**config.mk**
```make
export PLATFORM = sky130hd
export DESIGN_NAME = serial_char_rx
export DESIGN_NICKNAME = d
export VERILOG_FILES = /design/src/rtl/rx_pkg.sv /design/src/rtl/rx_line_sync.sv /design/src/rtl/rx_phase_ctr.sv /design/src/rtl/rx_char_eval.sv /design/src/rtl/rx_frame_fsm.sv /design/src/rtl/serial_char_rx.sv
export SDC_FILE = /design/constraint.sdc
export NUM_CORES = 1
export LEC_CHECK = 0
export CAP_MARGIN = 40
export CORE_ASPECT_RATIO = 1.75
export CORE_UTILIZATION = 35
export CTS_CLUSTER_SIZE = 25
export DETAILED_ROUTE_END_ITERATION = 7
export PLACE_DENSITY = 0.54
export SLEW_MARGIN = 10
export SYNTH_ARGS = -nofsm -noshare
export SYNTH_HDL_FRONTEND = slang
export SYNTH_SLANG_ARGS = --single-unit
```
**constraint.sdc**
```tcl
create_clock -name clk_i -period 2.4 [get_ports clk_i]
set_clock_uncertainty 0.2 [all_clocks]
set_input_delay 0.48 -clock clk_i [delete_from_list [all_inputs] [get_ports clk_i]]
set_output_delay 0.48 -clock clk_i [all_outputs]
set_load 0.005 [all_outputs]
```
**src/rtl/rx_pkg.sv**
```systemverilog
package rx_pkg;
  typedef enum logic [1:0] {
    PAR_NONE  = 2'd0,
    PAR_EVEN  = 2'd1,
    PAR_ODD   = 2'd2,
    PAR_FORCE = 2'd3
  } par_mode_e;

  typedef enum logic [2:0] {
    ST_IDLE,
    ST_START,
    ST_DATA,
    ST_EXTRA,
    ST_STOP1,
    ST_STOP2,
    ST_BRK
  } rx_state_e;

  typedef struct packed {
    logic [1:0] len;
    par_mode_e  par;
    logic       par_val;
    logic       nine;
    logic       stop2;
  } rx_cfg_t;
endpackage

```
**src/rtl/rx_line_sync.sv**
```systemverilog
module rx_line_sync #(
  parameter int STAGES = 2
) (
  input  logic clk_i,
  input  logic rst_ni,
  input  logic d_i,
  output logic q_o
);
  generate
    if (STAGES < 2) begin : g_single
      logic q_q;
      always_ff @(posedge clk_i or negedge rst_ni) begin
        if (!rst_ni) q_q <= 1'b1;
        else         q_q <= d_i;
      end
      assign q_o = q_q;
    end else begin : g_chain
      logic [STAGES-1:0] sr_q;
      always_ff @(posedge clk_i or negedge rst_ni) begin
        if (!rst_ni) sr_q <= '1;   // line idles high
        else         sr_q <= {sr_q[STAGES-2:0], d_i};
      end
      assign q_o = sr_q[STAGES-1];
    end
  endgenerate
endmodule

```
**src/rtl/rx_phase_ctr.sv**
```systemverilog
module rx_phase_ctr #(
  parameter int OS_RATE = 16
) (
  input  logic clk_i,
  input  logic rst_ni,
  input  logic tick_i,
  input  logic restart_i,
  output logic mid_o
);
  localparam int CNT_W = $clog2(OS_RATE);
  localparam logic [CNT_W-1:0] MID_C = CNT_W'(OS_RATE / 2 - 1);
  localparam logic [CNT_W-1:0] TOP_C = CNT_W'(OS_RATE - 1);

  logic [CNT_W-1:0] cnt_q;

  always_ff @(posedge clk_i or negedge rst_ni) begin
    if (!rst_ni) begin
      cnt_q <= '0;
    end else if (tick_i) begin
      if (restart_i || cnt_q == TOP_C) cnt_q <= '0;
      else                             cnt_q <= cnt_q + 1'b1;
    end
  end

  // strobe on the tick that is OS_RATE/2 after restart, then every OS_RATE
  assign mid_o = tick_i & ~restart_i & (cnt_q == MID_C);
endmodule

```
**src/rtl/rx_char_eval.sv**
```systemverilog
module rx_char_eval
  import rx_pkg::*;
(
  input  logic [1:0] len_i,
  input  par_mode_e  par_i,
  input  logic       par_val_i,
  input  logic       nine_i,
  input  logic       data_xor_i,
  input  logic       ext_bit_i,
  output logic [2:0] last_idx_o,
  output logic       has_ext_o,
  output logic       par_err_o
);
  assign last_idx_o = {1'b1, len_i};   // 4..7
  assign has_ext_o  = nine_i | (par_i != PAR_NONE);

  always_comb begin
    par_err_o = 1'b0;
    if (!nine_i) begin
      case (par_i)
        PAR_EVEN:  par_err_o = data_xor_i ^ ext_bit_i;
        PAR_ODD:   par_err_o = ~(data_xor_i ^ ext_bit_i);
        PAR_FORCE: par_err_o = ext_bit_i ^ par_val_i;
        default:   par_err_o = 1'b0;
      endcase
    end
  end
endmodule

```
**src/rtl/rx_frame_fsm.sv**
```systemverilog
module rx_frame_fsm
  import rx_pkg::*;
(
  input  logic       clk_i,
  input  logic       rst_ni,
  input  logic       tick_i,
  input  logic       line_i,
  input  logic       mid_i,
  input  logic       ready_i,
  input  rx_cfg_t    cfg_i,
  output logic       restart_o,
  output logic       valid_o,
  output logic [8:0] data_o,
  output logic       par_err_o,
  output logic       frm_err_o,
  output logic       ovr_o,
  output logic       brk_start_o,
  output logic       brk_end_o,
  output logic       false_start_o
);
  rx_state_e  state_q;
  rx_cfg_t    cfg_q;
  logic [2:0] bidx_q;
  logic [7:0] shr_q;
  logic       xor_q, ones_q, ext_q;
  logic       valid_q, pe_q, fe_q, ov_q, bs_q, be_q, fs_q;
  logic [8:0] data_q;

  logic [2:0] last_idx;
  logic       has_ext, par_err;

  rx_char_eval i_eval (
    .len_i      (cfg_q.len),
    .par_i      (cfg_q.par),
    .par_val_i  (cfg_q.par_val),
    .nine_i     (cfg_q.nine),
    .data_xor_i (xor_q),
    .ext_bit_i  (ext_q),
    .last_idx_o (last_idx),
    .has_ext_o  (has_ext),
    .par_err_o  (par_err)
  );

  assign restart_o = (state_q == ST_IDLE) & tick_i & ~line_i;

  always_ff @(posedge clk_i or negedge rst_ni) begin
    if (!rst_ni) begin
      state_q <= ST_IDLE;
      cfg_q   <= '0;
      bidx_q  <= '0;
      shr_q   <= '0;
      xor_q   <= 1'b0;
      ones_q  <= 1'b0;
      ext_q   <= 1'b0;
      valid_q <= 1'b0;
      data_q  <= '0;
      pe_q    <= 1'b0;
      fe_q    <= 1'b0;
      ov_q    <= 1'b0;
      bs_q    <= 1'b0;
      be_q    <= 1'b0;
      fs_q    <= 1'b0;
    end else begin
      valid_q <= 1'b0;
      pe_q    <= 1'b0;
      fe_q    <= 1'b0;
      ov_q    <= 1'b0;
      bs_q    <= 1'b0;
      be_q    <= 1'b0;
      fs_q    <= 1'b0;
      case (state_q)
        ST_IDLE: begin
          if (restart_o) begin
            cfg_q   <= cfg_i;   // format frozen per character
            state_q <= ST_START;
          end
        end
        ST_START: begin
          if (mid_i) begin
            if (line_i) begin
              fs_q    <= 1'b1;
              state_q <= ST_IDLE;
            end else begin
              bidx_q  <= '0;
              shr_q   <= '0;
              xor_q   <= 1'b0;
              ones_q  <= 1'b0;
              ext_q   <= 1'b0;
              state_q <= ST_DATA;
            end
          end
        end
        ST_DATA: begin
          if (mid_i) begin
            shr_q[bidx_q] <= line_i;
            xor_q         <= xor_q ^ line_i;
            ones_q        <= ones_q | line_i;
            if (bidx_q == last_idx) state_q <= has_ext ? ST_EXTRA : ST_STOP1;
            else                    bidx_q  <= bidx_q + 3'd1;
          end
        end
        ST_EXTRA: begin
          if (mid_i) begin
            ext_q   <= line_i;
            ones_q  <= ones_q | line_i;
            state_q <= ST_STOP1;
          end
        end
        ST_STOP1: begin
          if (mid_i) begin
            if (!line_i && !ones_q) begin
              bs_q    <= 1'b1;
              state_q <= ST_BRK;
            end else if (!line_i || !cfg_q.stop2) begin
              valid_q <= 1'b1;
              data_q  <= {cfg_q.nine & ext_q, shr_q};
              pe_q    <= par_err;
              fe_q    <= ~line_i;
              ov_q    <= ~ready_i;
              state_q <= ST_IDLE;
            end else begin
              state_q <= ST_STOP2;
            end
          end
        end
        ST_STOP2: begin
          if (mid_i) begin
            valid_q <= 1'b1;
            data_q  <= {cfg_q.nine & ext_q, shr_q};
            pe_q    <= par_err;
            fe_q    <= ~line_i;
            ov_q    <= ~ready_i;
            state_q <= ST_IDLE;
          end
        end
        ST_BRK: begin
          if (tick_i && line_i) begin
            be_q    <= 1'b1;
            state_q <= ST_IDLE;
          end
        end
        default: state_q <= ST_IDLE;
      endcase
    end
  end

  assign valid_o       = valid_q;
  assign data_o        = data_q;
  assign par_err_o     = pe_q;
  assign frm_err_o     = fe_q;
  assign ovr_o         = ov_q;
  assign brk_start_o   = bs_q;
  assign brk_end_o     = be_q;
  assign false_start_o = fs_q;


  one_event_chk: assert property (@(posedge clk_i) disable iff (!rst_ni)
    $onehot0({valid_q, bs_q, be_q, fs_q}));

  flag_qual_chk: assert property (@(posedge clk_i) disable iff (!rst_ni)
    (pe_q | fe_q | ov_q) |-> valid_q);

  ovr_ready_chk: assert property (@(posedge clk_i) disable iff (!rst_ni)
    ov_q |-> !$past(ready_i));

  false_start_line_chk: assert property (@(posedge clk_i) disable iff (!rst_ni)
    fs_q |-> $past(line_i));

  brk_line_low_chk: assert property (@(posedge clk_i) disable iff (!rst_ni)
    bs_q |-> !$past(line_i));

  nine_no_par_chk: assert property (@(posedge clk_i) disable iff (!rst_ni)
    (valid_q && cfg_q.nine) |-> !pe_q);
endmodule

```
**src/rtl/serial_char_rx.sv**
```systemverilog
module serial_char_rx
  import rx_pkg::*;
#(
  parameter int OS_RATE     = 16,
  parameter int SYNC_STAGES = 2
) (
  input  logic       clk_i,
  input  logic       rst_ni,
  input  logic       os_tick_i,
  input  logic       rxd_i,
  input  logic [1:0] cfg_len_i,
  input  logic [1:0] cfg_par_i,
  input  logic       cfg_par_val_i,
  input  logic       cfg_nine_i,
  input  logic       cfg_stop2_i,
  input  logic       ready_i,
  output logic       valid_o,
  output logic [8:0] data_o,
  output logic       par_err_o,
  output logic       frm_err_o,
  output logic       ovr_o,
  output logic       brk_start_o,
  output logic       brk_end_o,
  output logic       false_start_o
);
  logic    line_s, restart, mid;
  rx_cfg_t cfg_live;

  assign cfg_live = '{len:     cfg_len_i,
                      par:     par_mode_e'(cfg_par_i),
                      par_val: cfg_par_val_i,
                      nine:    cfg_nine_i,
                      stop2:   cfg_stop2_i};

  rx_line_sync #(.STAGES(SYNC_STAGES)) i_sync (
    .clk_i  (clk_i),
    .rst_ni (rst_ni),
    .d_i    (rxd_i),
    .q_o    (line_s)
  );

  rx_phase_ctr #(.OS_RATE(OS_RATE)) i_phase (
    .clk_i     (clk_i),
    .rst_ni    (rst_ni),
    .tick_i    (os_tick_i),
    .restart_i (restart),
    .mid_o     (mid)
  );

  rx_frame_fsm i_fsm (
    .clk_i         (clk_i),
    .rst_ni        (rst_ni),
    .tick_i        (os_tick_i),
    .line_i        (line_s),
    .mid_i         (mid),
    .ready_i       (ready_i),
    .cfg_i         (cfg_live),
    .restart_o     (restart),
    .valid_o       (valid_o),
    .data_o        (data_o),
    .par_err_o     (par_err_o),
    .frm_err_o     (frm_err_o),
    .ovr_o         (ovr_o),
    .brk_start_o   (brk_start_o),
    .brk_end_o     (brk_end_o),
    .false_start_o (false_start_o)
  );

  // break bracket tracker for the checks below
  logic brk_open_q;
  always_ff @(posedge clk_i or negedge rst_ni) begin
    if (!rst_ni)          brk_open_q <= 1'b0;
    else if (brk_start_o) brk_open_q <= 1'b1;
    else if (brk_end_o)   brk_open_q <= 1'b0;
  end


  brk_end_paired_chk: assert property (@(posedge clk_i) disable iff (!rst_ni)
    brk_end_o |-> brk_open_q);

  no_char_in_brk_chk: assert property (@(posedge clk_i) disable iff (!rst_ni)
    brk_open_q |-> !(valid_o || false_start_o || brk_start_o));
endmodule

```
==> flow_summary.yaml <==
power:
  clkPwrFrac_pct: 20.5
  powerDensity_mw_per_mm2: 830
  pwr-share-seq_pct: 45.7
  leakagePower_nw: 1.27
  internal-power_mw: 1.46
  p_switching_mw: 0.841
  switching_share_pct: 36.5
  p_comb_share_pct: 33.7
  vdd_ir_drop_max_mv: 0.649
setup_path:
  critical_path_class: "in -> reg"
  start_kind: "primary input"
  worstSetupEndpointType: "register"
  crit_required_ns: 2.40
  worst_r2r_path_depth: 5
  arrival_ns: 2.21
  crit_path_max_fanout: 8
sta:
  rsz0062_at_grt: "no"
  slew_violations: 0
  fin_hold_ws_ns: 0.160
  setup_viol: 0
  timing_hold_violations_final: 0
  clock.fmax_mhz: 452
  worstMarginPinSlew_ns: 0.568
  setup_slack_ns: 0.190
  period_needed_ns: 2.21
  period_share_pct: 92.1
  slew_headroom_pct: 62.1
drt:
  drt.antenna.violating_nets: 0
  viasPerCell: 4.95
  initialDrtViolationCount: 51
  drt_wl_total_mm: 4.87
  dr.pass1.iters: 4
  wl_per_cell_um: 13.9
  drc: 0
  num_vias: 1731
global_routing:
  grt_pass1_vias: 1797
  grt_pass1_wl_mm: 8.33
  gr-total-overflow: 0
  grt_max_degree: 18
  antenna_found_initial: 0
  track_usage_pct: 16.1
die:
  die_h_um: 108
  die-area_mm2: 0.00675
  start_util_pct: 36.3
  io_pins: 28
  core_region_area_mm2: 0.00618
  rows: 38
  die_x_um: 62.6
clock_network:
  clk_latency_ns: 0.30
  root_buffer: "clkbuf_8"
  path_clk_slew_ns: 0.09
  clockBufferDepth: 2
  htreeDepth: 2
  tritoncts: "done"
  cts.sinks: 46
  cts_buffers: 5
  postCtsSetupBuffers: 0
  cts_resized: 0
logic_synthesis:
  yosys_warnings: 0
  synth-edff-count: 0
  synth_cell_type_count: 43
  synth_area_leader_cell: "dfrtp_1"
  syn_area_mm2: 0.00225
  ys_ff_latch: 46
  synth_top_area_share_pct: 49.0
  synth_nets: 242
  synth_area_leaders: "dfrtp_1 49%, nand2_1 6.7%, mux2_2 5.0%"
  synth_ff_type: "dfrtp_1"
  synthArstFlopShare_pct: 100
  ys_top_cells_by_count: "44 x dfrtp_1, 40 x nand2_1, 20 x nor2_1, 15 x nand3_1, 11 x o21ai_0"
  synth.most_common_cell: "dfrtp_1"
  avgSynthCellArea_um2: 9.85
  ys_seq_area_share_pct: 51.4
  netlist_instances: 228
placement:
  gp_congestion: 0.797
  dpl.cell_count: 341
  place_ws_ns: -0.129
  portBuffers: 27
  dp_hpwl_mm: 3.67
worst_hold_path:
  min_path_cells: 0
  min_path_type: "reg -> reg"
final_layout:
  diodes: 0
  final_cells: 350
  regArea_mm2: 0.00115
  fillerInstances: 607
  multi_input_area_um2: 990
  drive_above_1_share_pct: 17.0
  final_nets: 283
  syn2layout_area_growth_pct: 23.7
status:
  status: "complete, no violations"
run:
  drv_cap: 0
[through the flow]
| stage | setup TNS, ns | area, um^2 | power, mW | utilization, % |
|---|---|---|---|---|
| 4_1_cts | 0 | 2780 | 2.32 | 44.9 |
| 5_1_grt | 0 | 2780 | 2.48 | 44.9 |
| 6_report | 0 | 2780 | 2.31 | 44.9 |
| 3_5_place_dp | -1.29 | 2680 | 1.84 | 43.4 |
| 2_1_floorplan | 0 | 2250 | 1.60 | - |
| 3_3_place_gp | -0.809 | 2680 | 1.83 | 43.4 |
[cell usage in the layout, fill, tap and decap left out, types with 7 or more instances in the layout]
master / instances
o21ai_0: 11
nor2_1: 20
inv_1: 7
a21oi_1: 8
buf_4: 19
nand2_1: 40
clkdlybuf4s50_1: 26
dfrtp_1: 44
nand3_1: 15
mux2_2: 10
[worst paths after layout]
check,start,to,slack [ns]
worst max-delay path,os_tick_i,i_fsm.state_q[1],0.19
worst min-delay path,i_sync.g_chain.sr_q[0],i_sync.g_chain.sr_q[1],0.16
worst max register to register,i_sync.g_chain.sr_q[1],i_fsm.data_o[4],0.29
worst min register to register,i_sync.g_chain.sr_q[0],i_sync.g_chain.sr_q[1],0.16
max in group asynchronous,rst_ni,i_sync.g_chain.sr_q[1],1.01
min in group asynchronous,rst_ni,i_fsm.ovr_o,0.40
[layer usage]
| metal | track usage (%) | vias up | part of all wire, % |
|---|---|---|---|
| li1 | - | 864 | - |
| met1 | 16.5 | 826 | 39 |
| met2 | 29.1 | 28 | 54 |
| met3 | 3.80 | 13 | 3.0 |
| met4 | 10.3 | 0 | 4.2 |
| met5 | 0 | - | 0 |
[repair_timing]
item | CTS | global route
hold buffers | 1 | 0
setup endpoints to repair | 0 | 0
endpoints found under the hold margin | 13 | 0
[power by group through the flow]
| stage | combinational (mW) | sequential (mW) | clock [mW] |
|---|---|---|---|
| floorplan | 0.596 | 1.00 | 0 |
| global placement | 0.770 | 1.06 | 0 |
| detailed placement | 0.774 | 1.07 | 0 |
| CTS | 0.782 | 1.05 | 0.489 |
| global route | 0.884 | 1.07 | 0.520 |
| finish | 0.778 | 1.05 | 0.474 |
[kinds of logic after synthesis]
| family | after synthesis | synth area share (%) |
|---|---|---|
| compound gates | 39 | 11.8 |
| flops | 46 | 51.4 |
| buf+inv | 21 | 4.57 |
| simple gates | 101 | 22.3 |
| xor+xnor | 4 | 1.56 |
| mux | 15 | 7.24 |
| fa+ha+maj | 2 | 1.11 |
[state kept, by name (all words and copies together), names as in the netlist, 2 cells and up]
register,flops
i_fsm.cfg_q,7
i_sync.g_chain.sr_q,2
i_fsm.data_o,9
i_fsm.state_q,3
i_phase.cnt_q,4
i_fsm.shr_q,8
i_fsm.bidx_q,3
[critical path: stages]
cell             delay (ns)
clkdlybuf4s50_1        0.65
nand2_1                0.12
nor2_1                 0.21
o21ai_1                0.12
a211oi_2               0.26
mux2_2                 0.36
[layout make-up]
class | count | share of cell area, %
clock buffers | 6 | 2.61
clock inverters | 2 | 0.495
inverters | 8 | 1.08
multi-input cells | 161 | 35.6
flip-flops and latches | 46 | 41.5
well taps | 80 | 3.60
repair buffers | 47 | 15.0
No activity file was read; power rests on OpenSTA's default activity.
